<file path="src/rtl/dbg_mode_pkg.sv">
package dbg_mode_pkg;

  typedef enum logic [2:0] {
    CAUSE_NONE   = 3'd0,
    CAUSE_EBREAK = 3'd1,
    CAUSE_HALT   = 3'd3,
    CAUSE_STEP   = 3'd4
  } dbg_cause_e;

  typedef enum logic [1:0] {
    DACT_NONE = 2'd0,
    DACT_PARK = 2'd1,
    DACT_EXC  = 2'd2,
    DACT_EXIT = 2'd3
  } dbg_act_e;

  localparam int unsigned PRIV_W = 2;
  localparam logic [PRIV_W-1:0] PRIV_MACHINE = 2'b11;

endpackage

</file>
<file path="src/rtl/dbg_rst_sync.sv">
module dbg_rst_sync #(
  parameter int unsigned STAGES = 2
) (
  input  logic clk,
  input  logic rst_n,
  output logic rst_sync_n
);
  logic [STAGES-1:0] chain_q;
  logic [STAGES-1:0] chain_d;

  always_comb begin
    chain_d = {chain_q[STAGES-2:0], 1'b1};
  end

  always_ff @(posedge clk or negedge rst_n) begin
    if (!rst_n) chain_q <= '0;
    else        chain_q <= chain_d;
  end

  assign rst_sync_n = chain_q[STAGES-1];
endmodule

</file>
<file path="src/rtl/dbg_entry_sel.sv">
module dbg_entry_sel
  import dbg_mode_pkg::*;
(
  input  logic       clk,
  input  logic       rst_n,
  input  logic       dbg_i,
  input  logic       halt_i,
  input  logic       ebreak_i,
  input  logic       exc_i,
  input  logic       step_en_i,
  input  logic       retire_i,
  output logic       enter_o,
  output dbg_cause_e cause_o,
  output logic       trap_we_o
);
  logic step_hit;
  logic any_reason;

  always_comb begin
    step_hit   = step_en_i & retire_i;
    any_reason = ebreak_i | halt_i | step_hit;
    // a normal-mode exception owns the cycle and goes to the machine trap path
    trap_we_o  = exc_i & ~dbg_i;
    enter_o    = ~dbg_i & ~exc_i & any_reason;
    if (ebreak_i)      cause_o = CAUSE_EBREAK;
    else if (halt_i)   cause_o = CAUSE_HALT;
    else if (step_hit) cause_o = CAUSE_STEP;
    else               cause_o = CAUSE_NONE;
  end

  assert_trap_excl_R4: assert property (@(posedge clk) disable iff (!rst_n)
    trap_we_o |-> !enter_o);
  assert_halt_over_step_R3: assert property (@(posedge clk) disable iff (!rst_n)
    (enter_o && halt_i && !ebreak_i) |-> cause_o == CAUSE_HALT);
  assert_no_entry_in_dbg_R12: assert property (@(posedge clk) disable iff (!rst_n)
    dbg_i |-> !enter_o);
endmodule

</file>
<file path="src/rtl/dbg_session_sel.sv">
module dbg_session_sel
  import dbg_mode_pkg::*;
(
  input  logic     clk,
  input  logic     rst_n,
  input  logic     dbg_i,
  input  logic     ebreak_i,
  input  logic     exc_i,
  input  logic     resume_i,
  output dbg_act_e act_o
);
  always_comb begin
    act_o = DACT_NONE;
    if (dbg_i) begin
      if (ebreak_i)      act_o = DACT_PARK;
      else if (exc_i)    act_o = DACT_EXC;
      else if (resume_i) act_o = DACT_EXIT;
    end
  end

  assert_idle_outside_R11: assert property (@(posedge clk) disable iff (!rst_n)
    !dbg_i |-> act_o == DACT_NONE);
  assert_ebreak_rank_R11: assert property (@(posedge clk) disable iff (!rst_n)
    (dbg_i && ebreak_i) |-> act_o == DACT_PARK);
endmodule

</file>
<file path="src/rtl/dbg_gate.sv">
module dbg_gate
  import dbg_mode_pkg::*;
(
  input  logic              clk,
  input  logic              rst_n,
  input  logic              dbg_i,
  input  logic              step_en_i,
  input  logic              irq_pend_i,
  input  logic              wfi_i,
  input  logic [PRIV_W-1:0] priv_i,
  output logic [PRIV_W-1:0] eff_priv_o,
  output logic              pmp_bypass_o,
  output logic              irq_take_o,
  output logic              wfi_sleep_o
);
  logic free_run;

  always_comb begin
    free_run     = ~dbg_i & ~step_en_i;
    eff_priv_o   = dbg_i ? PRIV_MACHINE : priv_i;
    pmp_bypass_o = dbg_i;
    irq_take_o   = irq_pend_i & free_run;
    wfi_sleep_o  = wfi_i & free_run;
  end

  assert_irq_held_R9: assert property (@(posedge clk) disable iff (!rst_n)
    (dbg_i || step_en_i) |-> !irq_take_o);
  assert_wfi_nop_R6: assert property (@(posedge clk) disable iff (!rst_n)
    (dbg_i || step_en_i) |-> !wfi_sleep_o);
  assert_machine_R5: assert property (@(posedge clk) disable iff (!rst_n)
    dbg_i |-> (eff_priv_o == PRIV_MACHINE && pmp_bypass_o));
endmodule

</file>
<file path="src/rtl/dbg_mode_ctrl.sv">
module dbg_mode_ctrl
  import dbg_mode_pkg::*;
#(
  parameter int unsigned XLEN       = 32,
  parameter logic [XLEN-1:0] PARK_ADDR = 32'hFFFF_F800,
  parameter logic [XLEN-1:0] EXC_ADDR  = 32'hFFFF_F808,
  parameter int unsigned SYNC_STAGES = 2
) (
  input  logic              clk,
  input  logic              rst_n,
  input  logic              halt_req_i,
  input  logic              resume_req_i,
  input  logic              ebreak_i,
  input  logic              exc_i,
  input  logic              step_en_i,
  input  logic              retire_i,
  input  logic              irq_pend_i,
  input  logic              wfi_i,
  input  logic [1:0]        priv_i,
  input  logic [XLEN-1:0]   pc_i,
  output logic              dbg_mode_o,
  output logic              pc_load_o,
  output logic [XLEN-1:0]   pc_next_o,
  output logic              dcsr_we_o,
  output logic [2:0]        dcsr_cause_o,
  output logic [1:0]        dcsr_prv_o,
  output logic              priv_we_o,
  output logic [1:0]        priv_wdata_o,
  output logic [1:0]        eff_priv_o,
  output logic              pmp_bypass_o,
  output logic              mtrap_we_o,
  output logic              irq_take_o,
  output logic              wfi_sleep_o
);
  logic       rst_s_n;
  logic       enter;
  dbg_cause_e cause;
  dbg_act_e   act;

  // pulse registers: update every cycle
  logic dbg_q, dbg_d;
  logic pcload_q, pcload_d;
  logic dcsrwe_q, dcsrwe_d;
  logic privwe_q, privwe_d;
  // payload registers: written under explicit enables
  logic [XLEN-1:0]   pcnext_q, pcnext_d;
  logic              pcnext_en;
  logic [XLEN-1:0]   dpc_q;
  logic [2:0]        cause_q;
  logic [PRIV_W-1:0] prv_q;
  logic              save_en;

  dbg_rst_sync #(.STAGES(SYNC_STAGES)) u_rst_sync (
    .clk        (clk),
    .rst_n      (rst_n),
    .rst_sync_n (rst_s_n)
  );

  dbg_entry_sel u_entry (
    .clk       (clk),
    .rst_n     (rst_s_n),
    .dbg_i     (dbg_q),
    .halt_i    (halt_req_i),
    .ebreak_i  (ebreak_i),
    .exc_i     (exc_i),
    .step_en_i (step_en_i),
    .retire_i  (retire_i),
    .enter_o   (enter),
    .cause_o   (cause),
    .trap_we_o (mtrap_we_o)
  );

  dbg_session_sel u_session (
    .clk      (clk),
    .rst_n    (rst_s_n),
    .dbg_i    (dbg_q),
    .ebreak_i (ebreak_i),
    .exc_i    (exc_i),
    .resume_i (resume_req_i),
    .act_o    (act)
  );

  dbg_gate u_gate (
    .clk          (clk),
    .rst_n        (rst_s_n),
    .dbg_i        (dbg_q),
    .step_en_i    (step_en_i),
    .irq_pend_i   (irq_pend_i),
    .wfi_i        (wfi_i),
    .priv_i       (priv_i),
    .eff_priv_o   (eff_priv_o),
    .pmp_bypass_o (pmp_bypass_o),
    .irq_take_o   (irq_take_o),
    .wfi_sleep_o  (wfi_sleep_o)
  );

  // next-state logic
  always_comb begin
    dbg_d     = dbg_q;
    pcload_d  = 1'b0;
    dcsrwe_d  = 1'b0;
    privwe_d  = 1'b0;
    pcnext_d  = pcnext_q;
    pcnext_en = 1'b0;
    save_en   = enter;
    if (enter) begin
      dbg_d     = 1'b1;
      pcload_d  = 1'b1;
      dcsrwe_d  = 1'b1;
      pcnext_d  = PARK_ADDR;
      pcnext_en = 1'b1;
    end
    unique case (act)
      DACT_PARK: begin
        pcload_d  = 1'b1;
        pcnext_d  = PARK_ADDR;
        pcnext_en = 1'b1;
      end
      DACT_EXC: begin
        pcload_d  = 1'b1;
        pcnext_d  = EXC_ADDR;
        pcnext_en = 1'b1;
      end
      DACT_EXIT: begin
        dbg_d     = 1'b0;
        pcload_d  = 1'b1;
        privwe_d  = 1'b1;
        pcnext_d  = dpc_q;
        pcnext_en = 1'b1;
      end
      default: ;
    endcase
  end

  // registers
  always_ff @(posedge clk or negedge rst_s_n) begin
    if (!rst_s_n) begin
      dbg_q    <= 1'b0;
      pcload_q <= 1'b0;
      dcsrwe_q <= 1'b0;
      privwe_q <= 1'b0;
    end else begin
      dbg_q    <= dbg_d;
      pcload_q <= pcload_d;
      dcsrwe_q <= dcsrwe_d;
      privwe_q <= privwe_d;
    end
  end

  always_ff @(posedge clk or negedge rst_s_n) begin
    if (!rst_s_n) begin
      pcnext_q <= '0;
    end else if (pcnext_en) begin
      pcnext_q <= pcnext_d;
    end
  end

  always_ff @(posedge clk or negedge rst_s_n) begin
    if (!rst_s_n) begin
      dpc_q   <= '0;
      cause_q <= '0;
      prv_q   <= '0;
    end else if (save_en) begin
      dpc_q   <= pc_i;
      cause_q <= cause;
      prv_q   <= priv_i;
    end
  end

  assign dbg_mode_o   = dbg_q;
  assign pc_load_o    = pcload_q;
  assign pc_next_o    = pcnext_q;
  assign dcsr_we_o    = dcsrwe_q;
  assign dcsr_cause_o = cause_q;
  assign dcsr_prv_o   = prv_q;
  assign priv_we_o    = privwe_q;
  assign priv_wdata_o = prv_q;

  assert_entry_park_R2: assert property (@(posedge clk) disable iff (!rst_s_n)
    (!dbg_mode_o && !exc_i && (halt_req_i || ebreak_i))
      |=> (dbg_mode_o && pc_load_o && dcsr_we_o && pc_next_o == PARK_ADDR));
  assert_prv_copy_R2: assert property (@(posedge clk) disable iff (!rst_s_n)
    (!dbg_mode_o && !exc_i && halt_req_i) |=> dcsr_prv_o == $past(priv_i));
  assert_ebreak_park_R7: assert property (@(posedge clk) disable iff (!rst_s_n)
    (dbg_mode_o && ebreak_i)
      |=> (dbg_mode_o && pc_load_o && !dcsr_we_o && pc_next_o == PARK_ADDR));
  assert_exc_vector_R8: assert property (@(posedge clk) disable iff (!rst_s_n)
    (dbg_mode_o && exc_i && !ebreak_i)
      |=> (dbg_mode_o && pc_load_o && pc_next_o == EXC_ADDR));
  assert_exit_restore_R10: assert property (@(posedge clk) disable iff (!rst_s_n)
    $fell(dbg_mode_o) |-> (pc_load_o && priv_we_o));
  assert_no_mtrap_R4: assert property (@(posedge clk) disable iff (!rst_s_n)
    dbg_mode_o |-> !mtrap_we_o);
  assert_dcsr_only_on_entry_R12: assert property (@(posedge clk) disable iff (!rst_s_n)
    dcsr_we_o |-> $rose(dbg_mode_o));
endmodule

</file>
<file path="config.mk">
export PLATFORM = sky130hd
export DESIGN_NAME = dbg_mode_ctrl
export DESIGN_NICKNAME = d
export VERILOG_FILES = /design/src/rtl/dbg_mode_pkg.sv /design/src/rtl/dbg_rst_sync.sv /design/src/rtl/dbg_entry_sel.sv /design/src/rtl/dbg_session_sel.sv /design/src/rtl/dbg_gate.sv /design/src/rtl/dbg_mode_ctrl.sv
export SDC_FILE = /design/constraint.sdc
export NUM_CORES = 1
export LEC_CHECK = 0
export BUFFER_PORTS_ARGS = -buffer_cell sky130_fd_sc_hd__buf_2
export CAP_MARGIN = 20
export CORE_UTILIZATION = 45
export CTS_CLUSTER_DIAMETER = 80
export CTS_CLUSTER_SIZE = 30
export DETAILED_ROUTE_END_ITERATION = 8
export PLACE_DENSITY = 0.71
export RECOVER_POWER = 100
export SLEW_MARGIN = 20
export SYNTH_ARGS = -nofsm -noshare
export SYNTH_HDL_FRONTEND = slang
export SYNTH_HIERARCHICAL = 1
export SYNTH_SLANG_ARGS = --single-unit
</file>
<file path="constraint.sdc">
create_clock -name clk -period 3.3 [get_ports clk]
set_clock_uncertainty 0.1 [all_clocks]
set_input_delay 0.165 -clock clk [delete_from_list [all_inputs] [get_ports clk]]
set_output_delay 0.165 -clock clk [all_outputs]
set_load 0.1 [all_outputs]
</file>
==> results.yml <==
run_status:
  outcome: "finished with violations"
  failed_checks: "capacitance limit, slew limit"
critical_path:
  worst-path-buf-inv: 2
  cp_cell_sequence: "nor3b_1, inv_1, ha_1, o21ba_1, nor2_4, clkbuf_2, mux2_1"
  worstSetupStartpointType: "flip-flop"
  critical_path_required_ns: 3.43
  critPathKind: "reg -> reg"
  cp_slowest_stage_delay_ns: 0.53
  cp-end-kind: "flip-flop"
  arrival_ns: 2.78
  worst-path-stages: 7
  critPathMaxFanout: 15
  slowest_stage: "dfrtp_1"
  ff2ff_path_depth: 7
  cp_top_family: "flip-flops"
synth:
  dominantRegCellSynth: "dfrtp_1"
  synth_area_leaders: "dfrtp_1, mux2_2, mux2_4"
  ys_seq_elements: 75
  syn-num-nets: 277
  yosysMostFrequentCell: "dfrtp_1"
  synth.avg_cell_area_um2: 14.08
  synthCells: 229
  netlist_top_cells_count: "dfrtp_1, mux2_2, nand2b_1, mux2_4, inv_1"
  synth.yosys.warnings: 6
  ys_seq_area_share_pct: 58.21
  synth_edf_count: 0
  synthesis.area_um2: 3224
  synthArstFlopShare_pct: 100.0
  synth.distinct_cells: 27
  yosysTopAreaCell: "dfrtp_1"
  yosysTopAreaCellShare_pct: 58.21
sta:
  post-route-min-period_ns: 2.649
  worst_pin_slew_ns: 1.536
  fmax_mhz: 377.5
  period_share_pct: 80.27
  grt_setup_unrepaired: "false"
  relSlewSlack_pct: -2.391
  drv_slew: 74
  setup_viol: 0
  finalHoldViolCount: 0
grt:
  grt_overflow: 0
  grt_max_degree: 74
  grt_pass1_vias: 2164
  grt_first_pass_wirelength_mm: 10.01
  grt_use_total_pct: 17.67
  grt_antenna_before_repair: 0
floorplanning:
  fp.dieW_um: 86.65
  fp.coreArea_um2: 6869
  die_h_um: 86.65
  io_pins: 93
  dieArea_um2: 7507
  rows: 30
  start_util_pct: 46.94
clocking:
  clockBufferDepth: 2
  root_buffer: "clkbuf_8"
  cts_hold_buf: 35
  clkTransAtPathRegs_ns: 0.08
  numCtsBuffers: 9
  clk-insertion-delay-late_ns: 0.34
  tritoncts: "built"
  cts-resized-gates: 0
  htreeDepth: 3
  clock-sinks: 75
  post_cts_buffers: 0
detailed_routing:
  drt_wl_total_mm: 6.024
  drt-initial-drc-count: 41
  dr.pass1.iters: 4
  wl_per_cell_um: 13.10
  vias_per_cell: 4.559
  antenna_left: 0
  drc_errors: 0
  via_count: 2097
placement:
  port_buffers: 92
  hpwl_mm: 3.810
  gp_congestion: 0.6941
min_path:
  hold_class: "in -> async"
final_layout:
  area_growth_syn_to_layout_pct: 28.64
  diodes: 0
  final_core_util_pct: 60.38
  drive_gt1_share_pct: 27.20
  fill_cells: 617
  final_nets: 408
pwr:
  power.density_nw_per_um2: 1016
  p_total_mw: 4.212
  ir_drop_mv: 0.7628
  total_leakage_power_nw: 1.730
run:
  drv_cap: 1
sequential cells by signal, indices dropped and copies added, names as in the netlist:
signal,cells
priv_we_o,1
pc_load_o,1
dcsr_cause_o,3
dcsr_we_o,1
dpc_q,32
dbg_mode_o,1
dcsr_prv_o,2
u_rst_sync/chain_q,2
pc_next_o,32
where the power goes:
group          switching (mW)  leakage [nW]  internal [mW]
registers               0.187         0.848           1.25
logic                    1.61         0.787          0.504
clock network           0.321        0.0946          0.339
total                    2.12          1.73           2.10
cells by family (layout without fill, tap and decap cells):
group,count (synthesis),in the layout,share of synthesized area (%)
flip-flops,75,75,58.21
AND/OR/NAND/NOR,48,48,8.537
adder cells (fa/ha/maj),4,4,1.552
AO/OA/AOI/OAI,5,5,1.241
buffers and inverters,27,162,4.462
multiplexers,69,69,25.88
other,1,1,0.1163
layer usage:
layer | vias up | GRT usage, % | wire length, um
met2 | 71 | 29.08 | 2881
met5 | - | 0 | 0
met1 | 1000 | 21.93 | 2751
li1 | 1012 | - | -
met3 | 14 | 4.286 | 252
met4 | 0 | 8.485 | 138
layout by cell type (no fill, tap or decap), types with 2 or more instances in the layout:
master	netlist	routed
dfrtp_1	75	74
clkbuf_1	1	51
buf_2	4	42
dlygate4sd3_1	0	35
mux2_2	31	31
mux2_1	8	26
nand2b_1	22	22
inv_1	13	13
nand2_1	12	12
mux2i_1	11	11
clkbuf_8	0	9
ha_1	4	4
clkinv_2	0	4
buf_4	6	3
nor2b_1	3	3
nor3b_1	3	3
nor2_1	2	2
clkbuf_2	0	2
nor2_2	2	2
or2_1	2	2
per-stage QoR:
step                setup slack (ns)  hold slack (ns)  setup TNS [ns]  area [um^2]  std cells
finish                        0.6512          0.03407               0         4148        460
global route                  0.5017          0.03784               0         4148        460
CTS                           0.7087         0.007565               0         4302        460
detailed placement            0.7271          -0.1463               0         3770        410
global placement              0.7600          -0.1486               0         3770        410
floorplan                    -0.1318          -0.2306         -0.2636         3224        229
cell type report:
class | count | area, um^2 | share of cell area (%)
Multi-Input combinational cell | 127 | 1131 | 27.27
Clock inverter | 6 | 57.56 | 1.388
Timing Repair Buffer | 133 | 784.5 | 18.91
Tap cell | 96 | 120.1 | 2.896
Inverter | 14 | 52.55 | 1.267
Clock buffer | 9 | 123.9 | 2.986
Sequential cell | 75 | 1878 | 45.28
final timing paths:
check                           slack, ns             startpoint                     to
worst max-delay path                 0.65             dbg_mode_o          pc_next_o[14]
worst max register to register       0.65             dbg_mode_o          pc_next_o[14]
worst min register to register       0.25  u_rst_sync/chain_q[0]  u_rst_sync/chain_q[1]
min in group clk                     0.09             halt_req_i        dcsr_cause_o[0]
max in group asynchronous            1.62  u_rst_sync/chain_q[1]             dbg_mode_o
worst min-delay path                 0.03                  rst_n  u_rst_sync/chain_q[0]
(Power assumes the default switching activity.)
